File: src/rtl/qpc_pkg.sv
package qpc_pkg;

  // Decoded step request handed from the phase decoder to the counter.
  typedef struct packed {
    logic vld;  // exactly one phase moved
    logic up;   // direction after polarity
  } qpc_step_t;

  // Position of a phase pair in the cycle 00 -> 10 -> 11 -> 01.
  function automatic logic [1:0] phase_pos(input logic [1:0] ab);
    return {ab[0], ab[1] ^ ab[0]};
  endfunction

endpackage

File: src/rtl/qpc_sync.sv
module qpc_sync #(
  parameter int WIDTH  = 2,
  parameter int STAGES = 2
) (
  input  logic             clk,
  input  logic             rst_n,
  input  logic [WIDTH-1:0] async_in,
  output logic [WIDTH-1:0] sync_out
);

  logic [WIDTH-1:0] chain [STAGES];

  generate
    for (genvar s = 0; s < STAGES; s++) begin : g_stage
      if (s == 0) begin : g_first
        always_ff @(posedge clk) begin
          if (!rst_n) chain[s] <= '0;
          else        chain[s] <= async_in;
        end
      end else begin : g_next
        always_ff @(posedge clk) begin
          if (!rst_n) chain[s] <= '0;
          else        chain[s] <= chain[s-1];
        end
      end
    end
  endgenerate

  assign sync_out = chain[STAGES-1];

endmodule

File: src/rtl/qpc_decode.sv
module qpc_decode
  import qpc_pkg::*;
(
  input  logic      clk,
  input  logic      rst_n,
  input  logic      pol,
  input  logic [1:0] ab_now,
  output qpc_step_t step
);

  logic [1:0] ab_prev;
  logic [1:0] delta;
  logic       fwd;

  // The previous sample always tracks, so disabled periods leave no backlog.
  always_ff @(posedge clk) begin
    if (!rst_n) ab_prev <= 2'b00;
    else        ab_prev <= ab_now;
  end

  always_comb begin
    delta    = phase_pos(ab_now) - phase_pos(ab_prev);
    fwd      = (delta == 2'd1);
    step.vld = (delta == 2'd1) || (delta == 2'd3);
    step.up  = pol ? fwd : !fwd;
  end

endmodule

File: src/rtl/qpc_count.sv
module qpc_count
  import qpc_pkg::*;
#(
  parameter int CNT_W  = 16,
  parameter int BYTE_W = 8,
  localparam int NBYTES = CNT_W / BYTE_W,
  localparam int SELW   = (NBYTES > 1) ? $clog2(NBYTES) : 1
) (
  input  logic              clk,
  input  logic              rst_n,
  input  logic              en,
  input  qpc_step_t         step,
  input  logic              wr_en,
  input  logic [SELW-1:0]   wr_sel,
  input  logic [BYTE_W-1:0] wr_data,
  output logic [CNT_W-1:0]  count,
  output logic              evt
);

  logic [CNT_W-1:0] count_nxt;
  logic             take_step;

  assign take_step = en && step.vld && !wr_en;

  always_comb begin
    count_nxt = count;
    if (wr_en) begin
      for (int i = 0; i < NBYTES; i++) begin
        if (wr_sel == SELW'(i)) count_nxt[i*BYTE_W +: BYTE_W] = wr_data;
      end
    end else if (take_step) begin
      count_nxt = step.up ? count + CNT_W'(1) : count - CNT_W'(1);
    end
  end

  always_ff @(posedge clk) begin
    if (!rst_n) begin
      count <= '0;
      evt   <= 1'b0;
    end else begin
      count <= count_nxt;
      evt   <= take_step;
    end
  end

endmodule

File: src/rtl/quad_pos_counter.sv
module quad_pos_counter
  import qpc_pkg::*;
#(
  parameter int CNT_W       = 16,
  parameter int BYTE_W      = 8,
  parameter int SYNC_STAGES = 2
) (
  input  logic              clk,
  input  logic              rst_n,
  input  logic              enc_a,
  input  logic              enc_b,
  input  logic              cnt_en,
  input  logic              dir_pol,
  input  logic              wr_en,
  input  logic              wr_sel,
  input  logic [BYTE_W-1:0] wr_data,
  input  logic              rd_sel,
  output logic [BYTE_W-1:0] rd_data,
  output logic              cnt_evt
);

  logic [1:0]       ab_sync;
  qpc_step_t        step;
  logic [CNT_W-1:0] count_q;

  qpc_sync #(.WIDTH(2), .STAGES(SYNC_STAGES)) u_sync (
    .clk(clk), .rst_n(rst_n), .async_in({enc_a, enc_b}), .sync_out(ab_sync)
  );

  qpc_decode u_dec (
    .clk(clk), .rst_n(rst_n), .pol(dir_pol), .ab_now(ab_sync), .step(step)
  );

  qpc_count #(.CNT_W(CNT_W), .BYTE_W(BYTE_W)) u_cnt (
    .clk(clk), .rst_n(rst_n), .en(cnt_en), .step(step),
    .wr_en(wr_en), .wr_sel(wr_sel), .wr_data(wr_data),
    .count(count_q), .evt(cnt_evt)
  );

  assign rd_data = rd_sel ? count_q[2*BYTE_W-1:BYTE_W] : count_q[BYTE_W-1:0];

endmodule

File: config.mk
export PLATFORM = sky130hd
export DESIGN_NAME = quad_pos_counter
export DESIGN_NICKNAME = d
export VERILOG_FILES = /design/src/rtl/qpc_pkg.sv /design/src/rtl/qpc_sync.sv /design/src/rtl/qpc_decode.sv /design/src/rtl/qpc_count.sv /design/src/rtl/quad_pos_counter.sv
export SDC_FILE = /design/constraint.sdc
export NUM_CORES = 1
export LEC_CHECK = 0
export ABC_CLOCK_PERIOD_IN_PS = 9200
export BUFFER_PORTS_ARGS = -buffer_cell sky130_fd_sc_hd__clkbuf_2
export CAP_MARGIN = 10
export CORE_UTILIZATION = 50
export CTS_CLUSTER_DIAMETER = 40
export DETAILED_ROUTE_END_ITERATION = 12
export GPL_TIMING_DRIVEN = 0
export MAX_ROUTING_LAYER = met4
export PLACE_DENSITY = 0.72
export SETUP_SLACK_MARGIN = 0.15
export SLEW_MARGIN = 20
export SYNTH_ARGS = -nofsm -noshare
export SYNTH_HDL_FRONTEND = slang
export SYNTH_SLANG_ARGS = --single-unit
File: constraint.sdc
create_clock -name clk -period 9.2 [get_ports clk]
set_clock_uncertainty 0.05 [all_clocks]
set_input_delay 0 -clock clk [delete_from_list [all_inputs] [get_ports clk]]
set_output_delay 0 -clock clk [all_outputs]
set_load 0.01 [all_outputs]
# == Word-level counts from Yosys, hierarchy flattened ==
# Memory sizes are Yosys's and may differ from the RTL's.
# Cells that the tools add are included.
# word_totals
reg_bits,19
output_inout_bits,9
mem_count,1
ramBits,4
wordCells,35
input_bits,17
# classes
reduce_logical,8
bitwise,4
n_addsub,3
n_eq_ne,4
mux,11
# memory_table
memory,depth,width,read_ports,rd_clocked_by_memory_dff,wr,line,rtl
u_sync.chain,2,2,2,0,2,qpc_sync.sv:11,logic [WIDTH-1:0] chain [STAGES];
# op_table
operator,count
16-bit 2-to-1 mux,3
8-bit 2-to-1 mux,3
16-bit by 1-bit adder with 16-bit output (second input constant),1
16-bit by 1-bit subtractor with 16-bit output (second input constant),1
2-bit 2-to-1 mux,2
2-bit AND reduction,2
1-bit 2-to-1 mux,3
2-bit by 1-bit == test with 1-bit output (second input constant),1
2-bit == test (second input constant),1
1-bit logical AND,2
1-bit zero test,2
2-bit by 1-bit inequality test with 1-bit output (second input constant),1
2-bit inequality test (second input constant),1
1-bit OR,2
2-bit nonzero test,1
2-bit subtractor,1
1-bit bitwise XOR,2
1-bit logical OR,1

# == Logic depth before layout (Yosys ltp) ==
# depth
word_depth,8
ltp_mapped,13
ltp_nobuf,13

# == Hierarchy ==
# From an unflattened synthesis, not the netlist that was laid out.
# unflattened
hier_cells,225
hier_area_um2,1886.8
# by_module_without_submodules
module,cells_per_inst,area_each_um2,instances
qpc_count,197,1525.2,1
quad_pos_counter,9,131.4,1
qpc_decode,11,125.1,1
qpc_sync,8,105.1,1

# == Worst setup path before layout ==
# Ideal clock, no wire load.
# synth_path
path_type,register to register
startpoint,memory u_sync.chain[1][0]
endpoint,register u_cnt.count[14]
slack_ps,6256
setup_time_ps,132
arrival_time_ps,2762
path_stages_with_launch,14
n_path_buf,0
required_ps,9018
cell_sequence,dfxtp_1 -> xnor2_1 -> ha_1 -> xor3_1 -> o21a_1 -> nor2_1 -> xnor2_1 -> ha_1 -> nor3_1 -> nand2_1 -> a2111oi_0 -> a31oi_1 -> mux2i_1 -> o21ai_0
# synth_lines
element,line,rtl
from (decl),qpc_sync.sv:11,
to (signal assigned),qpc_count.sv:41,count <= count_nxt;
to (decl),qpc_count.sv:16,"output logic [CNT_W-1:0] count,"

==> flow_summary.json <==
{
  "synthesis.area_sq_um": 1820,
  "vias": 1968,
  "dieArea_sq_um": 3890,
  "die_y_um": 62.4,
  "cts_buffers": 3,
  "routed_via_density": 6.21,
  "period_share": 0.373,
  "startpoint_type": "flop",
  "drt_iter0_drc": 257,
  "synth_seq_cells": 23,
  "routed_wl_mm": 4.98,
  "synth_common_cells": "dfxtp_1 (23), clkbuf_1 (20), nand2_1 (17)",
  "worstReg2RegStart": "u_sync.chain[1][0]",
  "fin_util": 0.610,
  "num_antenna_cells": 0,
  "syn_inst": 238,
  "core_sq_um": 3420,
  "synth_compound_area_frac": 0.230,
  "crit_arrival_ps": 3570,
  "grt_use_total": 0.282,
  "wl_per_cell_um": 15.7,
  "reg2reg_depth": 12,
  "synth_top_family_by_area": "simple AND/OR/NAND/NOR gates",
  "overflow": 0,
  "cellPowerDensity_nw_per_um2": 133,
  "synth.distinct_cells": 50,
  "gp_congestion": 0.995,
  "hold_viol_final": 0,
  "drc": 0,
  "cts_tree": "done",
  "syn-num-nets": 257,
  "synthArstFlopShare": 0,
  "regArea_sq_um": 460,
  "cp_top_family": "simple AND/OR/NAND/NOR gates",
  "ios": 26,
  "post-dp-hpwl_mm": 3.66,
  "hold_class": "input pin to flop",
  "synth_area_leaders": "dfxtp_1 (25%), mux2i_1 (4.9%), mux2_2 (4.9%), nor3_1 (4.4%), clkbuf_1 (4.1%)",
  "power.internal_uw": 172,
  "grt_pass1_wl_mm": 8.48,
  "grt_pass1_vias": 1747,
  "cts_max_level": 1,
  "std_cell_rows": 21,
  "cp.depth": 12,
  "period_needed_ps": 3430,
  "antenna_found_initial": 0,
  "synth_top_area_frac": 0.253,
  "clkPwrFrac": 0.167,
  "path_max_fanout": 8,
  "seqPwrFrac": 0.420,
  "cts-root-buf": "clkbuf_4",
  "switching_share": 0.380,
  "crit_path_max_incr_delay_ps": 480,
  "ys_warn_count": 0,
  "end_kind": "flop",
  "grt_start_max_net_pins": 13,
  "synth_top_cell_by_area": "dfxtp_1",
  "peakVddDrop_mv": 0.0754,
  "rsz0062_at_grt": "no",
  "min_path_cells": 5,
  "synth.most_common_cell": "dfxtp_1",
  "cts.clk_slew.worst_paths_ps": 120,
  "yosysSeqAreaShare": 0.253,
  "syn_to_final_growth_pct": 14.2,
  "drv_slew": 0,
  "hold_start": "wr_data[3]",
  "multiInputGateArea_sq_um": 1270,
  "synth.avg_cell_area_sq_um": 7.66,
  "die_w_um": 62.4,
  "synth_edf_count": 0,
  "crit_path_start": "u_sync.chain[1][0]",
  "synth_xor_area_frac": 0.0371,
  "switchingPower_uw": 105,
  "leakage_nw": 0.833,
  "hold_buffers": 6,
  "port_buffers": 23,
  "drive_gt1_frac": 0.155,
  "status": "finished, final reports clean",
  "fin_tns_setup_ps": 0,
  "synthFlopType": "dfxtp_1",
  "drtPass1Iterations": 5,
  "clock_path_buffers": 2,
  "n_fill_cell": 333,
  "synthSimpleGateAreaFrac": 0.316,
  "yosys-mux-area-fraction": 0.0988,
  "max_freq_ghz": 0.291,
  "cts_num_sinks": 23,
  "maxSlewHeadroom": 0.600,
  "detail-route-antenna-nets": 0,
  "finalSetupViolations": 0,
  "insertion_delay_ps": 310,
  "post_cts_resized": 0,
  "worst_slew_pin_slew_ps": 598,
  "required_ps": 9340,
  "maxCapViolations": 0,
  "start_util": 0.534,
  "path_buf_inv": 0,
  "post-cts-setup-buffers": 0,
  "power_frac_comb": 0.413,
  "crit_type": "flop to flop",
  "crit_slowest_cell": "nor2_1",
  "crit_chain": "xnor2_1 > ha_1 > xor3_1 > o21a_1 > nor2_1 > xnor2_1 > ha_1 > nand3_1 > nor3_1 > a31oi_1 > mux2i_1 > a21oi_1",
  "finalNetCount": 291,
  "synth_adder_area_share": 0.0137,
  "r2r_setup_slack_ps": 5770
}
-- cell type report --
| cell class | instances | share of cell area |
|---|---|---|
| multi-input cells | 190 | 0.609 |
| inverters | 4 | 0.00721 |
| clock buffers | 4 | 0.0126 |
| well taps | 46 | 0.0276 |
| plain buffers | 21 | 0.0385 |
| repair buffers | 29 | 0.0841 |
| flip-flops and latches | 23 | 0.221 |
-- cell families after synthesis --
kind of cell | count (synthesis)
buffers and inverters | 25
xor gates and xnor gates | 6
muxes | 17
DFF | 23
adders and majority gates | 2
and+or+nand+nor | 105
AOI/OAI and AO/OA | 60
-- state kept, by name (all words and copies together), names as in the netlist --
signal         flops
u_cnt.count       16
u_sync.chain       4
u_dec.ab_prev      2
u_cnt.evt          1
-- placed cells by master (no fill, tap or decap), drive strengths merged, types with 7 or more instances in the layout --
master,n
clkbuf,47
dfxtp,23
nand2,17
nor3,17
nor2,14
a21oi,14
nand3,11
mux2i,9
a31oi,9
o21ai,9
mux2,8
and2,7
and3,7
-- layer usage --
metal,GRT usage,wire [um]
met1,0.407,2320
met2,0.400,2090
met3,0.0237,478
met4,0.122,89
met5,-,0
-- metrics by stage --
stage | std cells | area [sq um] | hold slack (ps) | power, mW | worst slack [ps]
floorplan | 238 | 1820 | 77.3 | 0.199 | 6260
global placement | 307 | 2000 | 155 | 0.228 | 5800
detailed placement | 307 | 2000 | 161 | 0.228 | 5830
CTS | 317 | 2080 | 20.0 | 0.276 | 5820
global route | 317 | 2080 | 22.7 | 0.296 | 5540
finish | 317 | 2080 | 30.7 | 0.277 | 5770
-- worst paths after layout --
check,end
worst min-delay path,u_cnt.count[3]
worst min register to register,u_sync.chain[1][1]
worst max register to register,u_cnt.count[6]
worst max-delay path,u_cnt.count[6]
-- power by group through the flow --
stage,clock network [mW],logic (mW),registers (mW)
floorplan,0,0.0834,0.115
global placement,0,0.111,0.118
detailed placement,0,0.110,0.118
CTS,0.0482,0.112,0.116
global route,0.0529,0.126,0.117
finish,0.0463,0.115,0.116
-- worst min-delay path: stages --
cell and delay (ps):
clkbuf_2 90, nand3_1 70, nor2_1 80, a31oi_1 40, o311ai_0 80
Note: power is estimated with default switching activity, not from simulation.
